[src/rtl/gpio_pkg.sv]
package gpio_pkg;
    localparam int ADDR_W = 2;

    typedef enum logic [ADDR_W-1:0] {
        REG_PIN  = 2'd0,
        REG_LAT  = 2'd1,
        REG_DIR  = 2'd2,
        REG_NONE = 2'd3
    } gpio_reg_e;
endpackage

[src/rtl/gpio_sync.sv]
module gpio_sync #(
    parameter int WIDTH  = 7,
    parameter int STAGES = 2
) (
    input  logic             clk,
    input  logic             rst_n,
    input  logic [WIDTH-1:0] d_async,
    output logic [WIDTH-1:0] q_sync
);
    logic [WIDTH-1:0] stage_q [STAGES];

    for (genvar s = 0; s < STAGES; s++) begin : g_stage
        always_ff @(posedge clk or negedge rst_n) begin
            if (!rst_n) begin
                stage_q[s] <= '0;
            end else begin
                if (s == 0) begin
                    stage_q[s] <= d_async;
                end else begin
                    stage_q[s] <= stage_q[(s == 0) ? 0 : s-1];
                end
            end
        end
    end

    assign q_sync = stage_q[STAGES-1];
endmodule

[src/rtl/gpio_regs.sv]
module gpio_regs
    import gpio_pkg::*;
#(
    parameter int WIDTH = 7
) (
    input  logic              clk,
    input  logic              rst_n,
    input  logic [ADDR_W-1:0] bus_addr,
    input  logic              bus_we,
    input  logic [WIDTH-1:0]  bus_wdata,
    output logic [WIDTH-1:0]  dir_q,
    output logic [WIDTH-1:0]  lat_q
);
    gpio_reg_e sel;
    logic      wr_lat;
    logic      wr_dir;

    always_comb begin
        sel    = gpio_reg_e'(bus_addr);
        wr_lat = 1'b0;
        wr_dir = 1'b0;
        unique case (sel)
            REG_PIN:  wr_lat = bus_we;
            REG_LAT:  wr_lat = bus_we;
            REG_DIR:  wr_dir = bus_we;
            REG_NONE: ;
        endcase
    end

    always_ff @(posedge clk or negedge rst_n) begin
        if (!rst_n) begin
            dir_q <= '1;
            lat_q <= '0;
        end else begin
            if (wr_dir) dir_q <= bus_wdata;
            if (wr_lat) lat_q <= bus_wdata;
        end
    end

    // a pin-view write leaves the direction register alone
    a_r3_pin_write_keeps_dir: assert property (@(posedge clk) disable iff (!rst_n)
        (bus_we && bus_addr == REG_PIN) |=> $stable(dir_q));

    // a pin-view write lands in the latch
    a_r3_pin_write_sets_latch: assert property (@(posedge clk) disable iff (!rst_n)
        (bus_we && bus_addr == REG_PIN) |=> (lat_q == $past(bus_wdata)));

    // the unmapped address touches no storage
    a_r9_unmapped_no_effect: assert property (@(posedge clk) disable iff (!rst_n)
        (bus_addr == REG_NONE) |=> ($stable(dir_q) && $stable(lat_q)));

    // without a direction write the direction register holds
    a_r11_dir_holds: assert property (@(posedge clk) disable iff (!rst_n)
        !(bus_we && bus_addr == REG_DIR) |=> $stable(dir_q));
endmodule

[src/rtl/gpio_pad.sv]
module gpio_pad #(
    parameter int WIDTH  = 7,
    parameter int OD_BIT = 4
) (
    input  logic [WIDTH-1:0] dir_q,
    input  logic [WIDTH-1:0] lat_q,
    output logic [WIDTH-1:0] pad_oe,
    output logic [WIDTH-1:0] pad_out
);
    for (genvar i = 0; i < WIDTH; i++) begin : g_bit
        if (i == OD_BIT) begin : g_open_drain
            assign pad_oe[i]  = ~dir_q[i] & ~lat_q[i];
            assign pad_out[i] = 1'b0;
        end else begin : g_push_pull
            assign pad_oe[i]  = ~dir_q[i];
            assign pad_out[i] = lat_q[i];
        end
    end
endmodule

[src/rtl/gpio_port.sv]
module gpio_port
    import gpio_pkg::*;
#(
    parameter int WIDTH       = 7,
    parameter int OD_BIT      = 4,
    parameter int SYNC_STAGES = 2
) (
    input  logic              clk,
    input  logic              rst_n,
    input  logic [ADDR_W-1:0] bus_addr,
    input  logic              bus_we,
    input  logic [WIDTH-1:0]  bus_wdata,
    output logic [WIDTH-1:0]  bus_rdata,
    input  logic [WIDTH-1:0]  analog_sel,
    input  logic [WIDTH-1:0]  pad_in,
    output logic [WIDTH-1:0]  pad_oe,
    output logic [WIDTH-1:0]  pad_out,
    output logic              ext_clk_in
);
    logic [WIDTH-1:0] dir_q;
    logic [WIDTH-1:0] lat_q;
    logic [WIDTH-1:0] pin_sync;
    logic [WIDTH-1:0] pin_view;

    gpio_sync #(.WIDTH(WIDTH), .STAGES(SYNC_STAGES)) i_sync (
        .clk     (clk),
        .rst_n   (rst_n),
        .d_async (pad_in),
        .q_sync  (pin_sync)
    );

    gpio_regs #(.WIDTH(WIDTH)) i_regs (
        .clk       (clk),
        .rst_n     (rst_n),
        .bus_addr  (bus_addr),
        .bus_we    (bus_we),
        .bus_wdata (bus_wdata),
        .dir_q     (dir_q),
        .lat_q     (lat_q)
    );

    gpio_pad #(.WIDTH(WIDTH), .OD_BIT(OD_BIT)) i_pad (
        .dir_q   (dir_q),
        .lat_q   (lat_q),
        .pad_oe  (pad_oe),
        .pad_out (pad_out)
    );

    assign pin_view   = pin_sync & ~analog_sel;
    assign ext_clk_in = pin_sync[OD_BIT];

    always_comb begin
        bus_rdata = '0;
        unique case (gpio_reg_e'(bus_addr))
            REG_PIN:  bus_rdata = pin_view;
            REG_LAT:  bus_rdata = lat_q;
            REG_DIR:  bus_rdata = dir_q;
            REG_NONE: bus_rdata = '0;
        endcase
    end

    // the open-drain bit only ever drives while its latch is low
    a_r7_od_drives_low_only: assert property (@(posedge clk) disable iff (!rst_n)
        pad_oe[OD_BIT] |-> !lat_q[OD_BIT]);

    // analog-selected bits never show up in a pin-view read
    a_r6_analog_reads_zero: assert property (@(posedge clk) disable iff (!rst_n)
        (bus_addr == REG_PIN) |-> ((bus_rdata & analog_sel) == '0));

    // the unmapped address reads zero
    a_r9_unmapped_reads_zero: assert property (@(posedge clk) disable iff (!rst_n)
        (bus_addr == REG_NONE) |-> (bus_rdata == '0));

    // the latch view reflects the stored latch regardless of the pads
    a_r4_latch_view: assert property (@(posedge clk) disable iff (!rst_n)
        (bus_addr == REG_LAT) |-> (bus_rdata == lat_q));
endmodule

[config.mk]
export PLATFORM = sky130hd
export DESIGN_NAME = gpio_port
export DESIGN_NICKNAME = d
export VERILOG_FILES = /design/src/rtl/gpio_pkg.sv /design/src/rtl/gpio_sync.sv /design/src/rtl/gpio_regs.sv /design/src/rtl/gpio_pad.sv /design/src/rtl/gpio_port.sv
export SDC_FILE = /design/constraint.sdc
export NUM_CORES = 1
export LEC_CHECK = 0
export ABC_AREA = 1
export BUFFER_PORTS_ARGS = -buffer_cell sky130_fd_sc_hd__buf_2
export CORE_MARGIN = 3
export CORE_UTILIZATION = 48
export CTS_CLUSTER_SIZE = 14
export DETAILED_ROUTE_END_ITERATION = 10
export PLACE_DENSITY = 0.78
export SKIP_CTS_REPAIR_TIMING = 1
export SLEW_MARGIN = 20
export SYNTH_ARGS = -nofsm -noshare
export SYNTH_HDL_FRONTEND = slang
export SYNTH_SLANG_ARGS = --single-unit
[constraint.sdc]
create_clock -name clk -period 1 [get_ports clk]
set_clock_uncertainty 0.15 [all_clocks]
set_input_delay 0.05 -clock clk [delete_from_list [all_inputs] [get_ports clk]]
set_output_delay 0.05 -clock clk [all_outputs]
set_load 0.02 [all_outputs]
==> results.ini, run 1 <==
[yosys]
ys_ff_latch = 28
synth.distinct_cells = 14
synth.avg_cell_area_um2 = 9.15
synth-seq-area-share = 0.558
synth_area_um2 = 1270
yosys_warnings = 0
syn_nets = 165
synthCells = 139

[route]
wl_per_cell_um = 14.0
drtIter0Drc = 55
dr.pass1.iters = 5
drc = 0
ant_nets = 0
num_vias = 1181
avgViaCountPerCell = 4.96
wl_um = 3320

[cells_and_area]
layout-drive-gt1-share = 0.457
utilization = 0.785
num_antenna_cells = 0
layout_common_cells = 31 x nand2_1, 27 x buf_2, 25 x buf_6
nets = 235
syn_to_final_growth_pct = 54.3
final_common_cell = nand2_1
layout.cells.non_filler = 238

[setup_path]
cp.required_ps = 800
max_stage_delay_ps = 580
cp-start-kind = register
cp_slowest_cell = dfstp_2
critPathArrivalTime_ps = 1210
critPathBufInv = 1
crit_family = flip-flops
timing.critical_path.cells = nand3_1 > nand3_1 > buf_6
crit_path_frequent_cell = nand3_1
worst-path-max-fanout = 2
crit_path_end_kind = output port
path_class = register to output port

[sta]
hold_viol = 7
slew_viol_final = 0
finalCritPeriodShare = 1.41
hold_slack_ps = -25.1
finalSetupViolCount = 24
grt_setup_unrepaired = true
fin_crit_ps = 1410
max_freq_ghz = 0.711
final.setup.worst_slack_ps = -407

[power]
ir_drop_mv = 1.11
total_leakage_power_nw = 1.03
total_power_w = 0.00301
p_per_area_nw_per_um2 = 1530

[global_route]
grt_pass1_wl_um = 4710
grt_max_degree = 29
globalRouteOverflowTotal = 0
grt_util_all_layers = 0.179
grt_pass1_vias = 1115
antenna_found_initial = 0

[clock_tree]
cts_sinks = 28
clock_latency_ps = 310
cts_buffers = 3
cts_tree = done
clockRootBuffer = clkbuf_4
htreeDepth = 1
clockBufferDepth = 2
clkTransAtPathRegs_ps = 150

[floorplanning]
start_util = 0.509
dieArea_um2 = 3300
coreArea_um2 = 2500
die_x_um = 57.5
die_h_um = 57.5
rows = 18
io_pins = 48

[flow_run]
max_cap_viol_count = 0

[place]
io_buffers = 46
place_congestion = 0.844
dp_hpwl_um = 2160
place_worst_setup_slack_ps = -59.2
placed_cells = 214

[hold_path]
hold_path.class = primary input to register

[outcome]
violations = hold timing, setup timing
status = finished, violations left

-- worst paths after layout --
kind                       slack [ps]               start  cells after the start          endpoint
setup / recovery                 -410     i_regs.dir_q[4]                      3      bus_rdata[4]
hold / removal                    -30              bus_we                      4   i_regs.lat_q[2]
setup reg to reg                  -60     i_regs.dir_q[4]                      4   i_regs.dir_q[4]
hold reg to reg                   220  i_sync.stage_q[11]                      0  i_sync.q_sync[4]
max in group asynchronous         450               rst_n                      3   i_regs.dir_q[1]
min in group asynchronous          20               rst_n                      3   i_regs.lat_q[1]
-- Yosys cell counts --
master   count  share of area
buf_4        9          0.053
buf_6        5          0.044
conb_1       1         0.0029
dfrtp_1     21           0.41
dfstp_2      7           0.14
inv_1       13          0.038
inv_4        2         0.0098
nand2_1     35           0.10
nand2_2      1         0.0049
nand3_1     28           0.11
nand3_2      1         0.0079
nand4_1      7          0.034
nor2_1       8          0.024
nor2_4       1         0.0089
-- cell type report --
type                       count  area (µm²)
clock buffer                   3        22.5
inverter                      15        61.3
sequential                    28         709
timing repair buffer          79         672
fill                         168         538
clock inverter                 1        30.0
multi-input combinational     82         429
tap                           30        37.5
-- flip-flops by register name (all words and copies together), names as in the netlist --
register / flops
i_regs.dir_q: 7
i_regs.lat_q: 7
i_sync.q_sync: 7
i_sync.stage_q: 7
-- cell families after synthesis --
kind of cell           Yosys count  synth area share
and+or+nand+nor                 81             0.293
buffers and inverters           29             0.146
DFF                             28             0.558
other                            1           0.00295
-- through the flow --
step / TNS, ps / cell area (µm²)
after floorplan: 0 / 1270
after global placement: -132 / 1530
after detailed placement: -247 / 1530
after CTS: -6070 / 1580
after global routing: -6720 / 1960
final: -5820 / 1960
-- per-layer routing --
| layer | GRT usage | up-vias | part of all wire |
|---|---|---|---|
| li1 | - | 575 | - |
| met1 | 0.224 | 561 | 0.40 |
| met2 | 0.327 | 39 | 0.54 |
| met3 | 0.0294 | 6 | 0.047 |
| met4 | 0.0265 | 0 | 0.014 |
| met5 | 0 | - | 0 |
-- report_power, final --
part	internal, W	switching (W)	total, W
logic	0.000472	0.000452	0.000925
registers	0.00127	0.0000786	0.00135
clock network	0.000405	0.000326	0.000730
-- tightest hold or removal path, delay by kind of cell --
family / cells / cell delay, ps
buf+inv: 1 / 140
simple gates: 3 / 240
(Power assumes the default switching activity.)
==> inputs of run 2 (changes only) <==
Settings changed: GPL_TIMING_DRIVEN from default to 0.
==> run 2 against run 1 <==
Compared with the run above:
- the run still ends with hold timing, setup timing left
- first-iteration DRC count is 49% lower
- clock-buffer cell count stayed put
- via count stayed put
- sequential cell count stayed put
- total power is 0.15% lower
- maximum frequency is 2.0% higher
- setup slack better by 28 ps
- utilization is 1.9 points higher
- non-clock buffer count stayed put
- sequential share of layout area is 0.86 points lower
- critical path depth stayed put
- cell area is 2.4% higher
- critical path type unchanged
- critical endpoint is now pad_oe[1]
- largest cell class unchanged
==> results.ini, run 2 (synthesis gave the netlist of run 1 again) <==
[outcome]
status = finished, violations left  ; unchanged
violations = hold timing, setup timing  ; unchanged

[floorplanning]
rows = 18  ; unchanged
io_pins = 48  ; unchanged
die_h_um = 57.5  ; unchanged
dieArea_um2 = 3300  ; unchanged
start_util = 0.509  ; unchanged
coreArea_um2 = 2500  ; unchanged
die_x_um = 57.5  ; unchanged

[hold_path]
worstHoldPathCells = 4  ; unchanged
holdCritStartpoint = bus_addr[1]  ; was bus_we
hold-path-endpoint = i_regs.dir_q[2]  ; was i_regs.lat_q[2]
hold_path.class = primary input to register  ; unchanged

[sta]
slew_headroom = 0.597
final.setup.worst_slack_ps = -379  ; was -407 ps
tightest_slew_ps = 604
hold_slack_ps = -17.5  ; was -25.1 ps
slew_viol_final = 0  ; unchanged
max_freq_ghz = 0.725  ; was 0.711 GHz
hold_viol = 5  ; was 7
grt_setup_unrepaired = true  ; unchanged
finalSetupViolCount = 22  ; was 24
fin_crit_ps = 1380  ; was 1410 ps
finalCritPeriodShare = 1.38  ; was 1.41

[setup_path]
crit_path_end_kind = output port  ; unchanged
worstReg2RegStart = i_regs.dir_q[6]  ; was i_regs.dir_q[4]
cp_slowest_cell = dfstp_2  ; unchanged
cp-start-kind = register  ; unchanged
worst-path-max-fanout = 2  ; unchanged
cp-startpoint = i_regs.dir_q[1]  ; was i_regs.dir_q[4]
path_class = register to output port  ; unchanged
rr_worst_depth = 3  ; was 4
max_stage_delay_ps = 570  ; was 580 ps
cp.required_ps = 800  ; about the same
reg2reg_to = i_regs.dir_q[6]  ; was i_regs.dir_q[4]
timing.critical_path.cells = buf_4 > inv_1 > buf_6  ; was nand3_1 > nand3_1 > buf_6
critPathArrivalTime_ps = 1180  ; was 1210 ps
ff2ff_setup_slack_ps = -20  ; was -60 ps

[clock_tree]
clockBufferDepth = 2  ; unchanged
htreeDepth = 1  ; unchanged
cts_buffers = 3  ; unchanged
clkTransAtPathRegs_ps = 150  ; about the same
cts_sinks = 28  ; unchanged
cts_tree = done  ; unchanged
clock_latency_ps = 310  ; about the same
clockRootBuffer = clkbuf_4  ; unchanged

[place]
dp_hpwl_um = 2000  ; was 2160 µm
io_buffers = 43  ; was 46
placed_cells = 212  ; was 214
place_congestion = 0.858  ; was 0.844
place_worst_setup_slack_ps = -60.1  ; was -59.2 ps

[route]
ant_nets = 0  ; unchanged
dr.pass1.iters = 4  ; was 5
num_vias = 1181  ; unchanged
drc = 0  ; unchanged
wl_per_cell_um = 13.6  ; was 14.0 µm
wl_um = 3240  ; was 3320 µm
avgViaCountPerCell = 4.96  ; unchanged
drtIter0Drc = 28  ; was 55

[cells_and_area]
num_antenna_cells = 0  ; unchanged
nets = 235  ; unchanged
layout_common_cells = 35 x nand2_1, 31 x buf_6, 23 x buf_2  ; was 31 x nand2_1, 27 x buf_2, 25 x buf_6
syn_to_final_growth_pct = 58.1  ; was 54.3%
layout.cells.non_filler = 238  ; unchanged
fill_cells = 164  ; was 168
layout-drive-gt1-share = 0.457  ; unchanged
final_common_cell = nand2_1  ; unchanged

[power]
p_per_area_nw_per_um2 = 1490  ; was 1530 nW/µm²
total_leakage_power_nw = 1.05  ; was 1.03 nW
total_power_w = 0.00300  ; was 0.00301 W
ir_drop_mv = 1.25  ; was 1.11 mV

[flow_run]
max_cap_viol_count = 0  ; unchanged

[global_route]
grt_util_all_layers = 0.161  ; was 0.179
grt_pass1_vias = 976  ; was 1,115
globalRouteOverflowTotal = 0  ; unchanged
antenna_found_initial = 0  ; unchanged
grt_max_degree = 29  ; unchanged
grt_pass1_wl_um = 4220  ; was 4710 µm

## run 2: changes by cell type in the layout (fill, tap and decap cells not counted), moves of 2 or more
cell / delta
buf_4: -3
nand2_1: +4
buf_2: -4
nand3_1: -6
nand3_2: +6
dlygate4sd3_1: +2
nand2_2: -4
buf_6: +6
## run 2: how the worst max path moves through the flow
stage	depth (start not counted)	slack [ps]	end
2_1_floorplan	4	20	bus_rdata[4]
3_3_place_gp	3	-50	bus_rdata[0]
6_report	3	-380	pad_oe[1]
3_5_place_dp	3	-60	bus_rdata[0]
5_1_grt	3	-410	bus_rdata[4]
4_1_cts	3	-440	bus_rdata[0]
## run 2: layer usage
metal	wire, µm	vias to the layer above	track usage
li1	-	569	-
met1	1300	561	0.221
met2	1650	49	0.261
met3	249	2	0.0339
met4	26	0	0.0397
met5	0	-	0
## run 2: cell type report
cell class                      count  area [µm²]  share of cell area
Sequential cell                    28         709               0.353
Timing Repair Buffer               65         551               0.274
Multi-Input combinational cell     82         452               0.225
Buffer                             14         146              0.0729
Inverter                           15        61.3              0.0305
Tap cell                           30        37.5              0.0187
Clock inverter                      1        30.0              0.0149
Clock buffer                        3        22.5              0.0112
## run 2: worst max-delay path, delay by kind of cell, from the launching register on
kind / cells / cell delay (ps)
buffers and inverters: 3 / 290
flip-flops: 1 / 570
## run 2: where the power goes
group / leakage (nW) / internal (W) / switching [W]
registers: 0.323 / 0.00128 / 0.0000884
logic: 0.699 / 0.000472 / 0.000443
clock network: 0.0279 / 0.000405 / 0.000321
total: 1.05 / 0.00215 / 0.000852
## run 2: metrics by stage
stage / util / setup TNS [ps] / instance area (µm²)
5_1_grt: 0.804 / -6530 / 2010
3_3_place_gp: 0.610 / -236 / 1520
6_report: 0.804 / -5760 / 2010
4_1_cts: 0.631 / -6280 / 1580
3_5_place_dp: 0.610 / -282 / 1520
2_1_floorplan: - / 0 / 1270
==> inputs of run 3 (changes only) <==
Clock period 1 ns to 1.3 ns, I/O delays scaled along.
==> run 3 against run 2 <==
Compared with the run above:
- the run still ends with hold timing, setup timing left
- setup slack better by 290 ps
- clock power is 23% lower
- clock-buffer cell count stayed put
- critical path depth stayed put
- non-clock buffer count is 1 lower
- die area stayed put
- critical path type unchanged
==> results.ini, run 3 (synthesis gave the netlist of run 1 again) <==
[sta]
grt_setup_unrepaired = true  ; unchanged
tightest_slew_ps = 609  ; was 604 ps
finalCritPeriodShare = 1.07
fin_crit_ps = 1390
hold_slack_ps = -1.15  ; was -17.5 ps
max_freq_ghz = 0.719
hold_viol = 1  ; was 5
slew_viol_final = 0  ; unchanged
final.setup.worst_slack_ps = -90.9  ; was -379 ps
slew_headroom = 0.594  ; was 0.597
finalSetupViolCount = 9  ; was 22

[clock_tree]
clkTransAtPathRegs_ps = 150  ; about the same
htreeDepth = 1  ; unchanged
cts_tree = done  ; unchanged
cts_buffers = 3  ; unchanged
clockRootBuffer = clkbuf_4  ; unchanged
clock_latency_ps = 310  ; about the same
clockBufferDepth = 2  ; unchanged
cts_sinks = 28  ; unchanged

[global_route]
globalRouteOverflowTotal = 0  ; unchanged
grt_pass1_wl_um = 4220  ; unchanged
grt_pass1_vias = 976  ; unchanged
antenna_found_initial = 0  ; unchanged
grt_max_degree = 29  ; unchanged
grt_util_all_layers = 0.161  ; unchanged

[place]
place_congestion = 0.858  ; unchanged
dp_hpwl_um = 2000  ; unchanged
post_dp_cell_area_um2 = 1520  ; unchanged
io_buffers = 43  ; unchanged

[route]
num_vias = 1143  ; was 1,181
drtIter0Drc = 30  ; was 28
ant_nets = 0  ; unchanged
drc = 0  ; unchanged
avgViaCountPerCell = 4.82  ; was 4.96
wl_um = 3140  ; was 3240 µm
dr.pass1.iters = 4  ; unchanged
wl_per_cell_um = 13.3  ; was 13.6 µm

[power]
seqPwrFrac = 0.464  ; was 0.454
p_int_w = 0.00161  ; was 0.00215 W
p_clk_frac = 0.247  ; was 0.242
p_switching_w = 0.000640  ; was 0.000852 W
p_per_area_nw_per_um2 = 1160  ; was 1490 nW/µm²
combPwrFrac = 0.288  ; was 0.304
ir_drop_mv = 0.916  ; was 1.25 mV
total_power_w = 0.00225  ; was 0.00300 W
total_leakage_power_nw = 1.03  ; was 1.05 nW
swShare = 0.285  ; was 0.284

[cells_and_area]
final_common_cell = nand2_1  ; unchanged
layout-drive-gt1-share = 0.454  ; was 0.457
nets = 234  ; was 235
finalInstanceArea_um2 = 1940  ; was 2010 µm²
syn_to_final_growth_pct = 52.8  ; was 58.1%
num_antenna_cells = 0  ; unchanged
layout_common_cells = 35 x nand2_1, 29 x buf_2, 21 x dfrtp_1  ; was 35 x nand2_1, 31 x buf_6, 23 x buf_2

[setup_path]
cp.required_ps = 1090  ; was 800 ps
worst-path-max-fanout = 2  ; unchanged
critPathArrivalTime_ps = 1180  ; about the same
cp-startpoint = i_regs.dir_q[1]  ; unchanged
cp-start-kind = register  ; unchanged
worstReg2RegStart = i_regs.dir_q[6]  ; unchanged
crit_path_end_kind = output port  ; unchanged
path_class = register to output port  ; unchanged

[outcome]
status = finished, violations left  ; unchanged
violations = hold timing, setup timing  ; unchanged

[floorplanning]
rows = 18  ; unchanged
die_x_um = 57.5  ; unchanged
coreArea_um2 = 2500  ; unchanged
io_pins = 48  ; unchanged
dieArea_um2 = 3300  ; unchanged
start_util = 0.509  ; unchanged
die_h_um = 57.5  ; unchanged

[hold_path]
hold_path.class = primary input to register  ; unchanged
holdCritStartpoint = bus_addr[1]  ; unchanged

[flow_run]
max_cap_viol_count = 0  ; unchanged

[run 3: cell types whose count changed in the layout (fill, tap and decap cells not counted), sizes merged]
cell,before,now
buf,61,60
[run 3: path summary, 6_finish.rpt]
kind	to	slack (ps)	cells after the start
worst min-delay path	i_regs.dir_q[3]	-1	4
max in group asynchronous	i_sync.q_sync[6]	490	2
worst max-delay path	pad_oe[1]	-90	3
worst min register to register	i_sync.q_sync[5]	220	0
min in group asynchronous	i_regs.lat_q[1]	120	2
worst max register to register	i_regs.dir_q[6]	280	3
[run 3: final cells by class]
cell class,instances,area (µm²)
plain buffers,14,124
clock buffers,3,22.5
clock inverters,1,30.0
fillers,169,558
inverters,15,61.3
multi-input cells,82,452
flip-flops and latches,28,709
well taps,30,37.5
repair buffers,64,505
[run 3: power groups by stage]
stage / clock network, W / logic, W / registers, W
after CTS: 0.000563 / 0.000469 / 0.00104
after detailed placement: 0 / 0.000467 / 0.00105
after floorplan: 0 / 0.000310 / 0.00104
final: 0.000557 / 0.000648 / 0.00104
after global placement: 0 / 0.000460 / 0.00105
after global routing: 0.000595 / 0.000695 / 0.00106
[run 3: stage by stage]
step	utilization	setup WS, ps	instances	setup TNS (ps)	hold slack, ps
CTS	0.631	-151	216	-899	-404
detailed placement	0.610	225	212	0	-45.9
floorplan	-	307	139	0	-381
global placement	0.610	239	212	0	-55.6
finish	0.777	-90.9	237	-588	-1.15
global route	0.777	-137	237	-1060	5.80
[run 3: per-layer routing]
metal	GRT usage	vias up	wire length, µm
met5	0	-	0
met4	0.0397	0	23
met3	0.0339	2	206
met2	0.261	42	1590
met1	0.221	533	1320
li1	-	566	-
[run 3: worst max-delay path: stages, from the launching register on]
cell and delay [ps]:
dfstp_2 570, buf_4 120, inv_1 50, buf_6 120
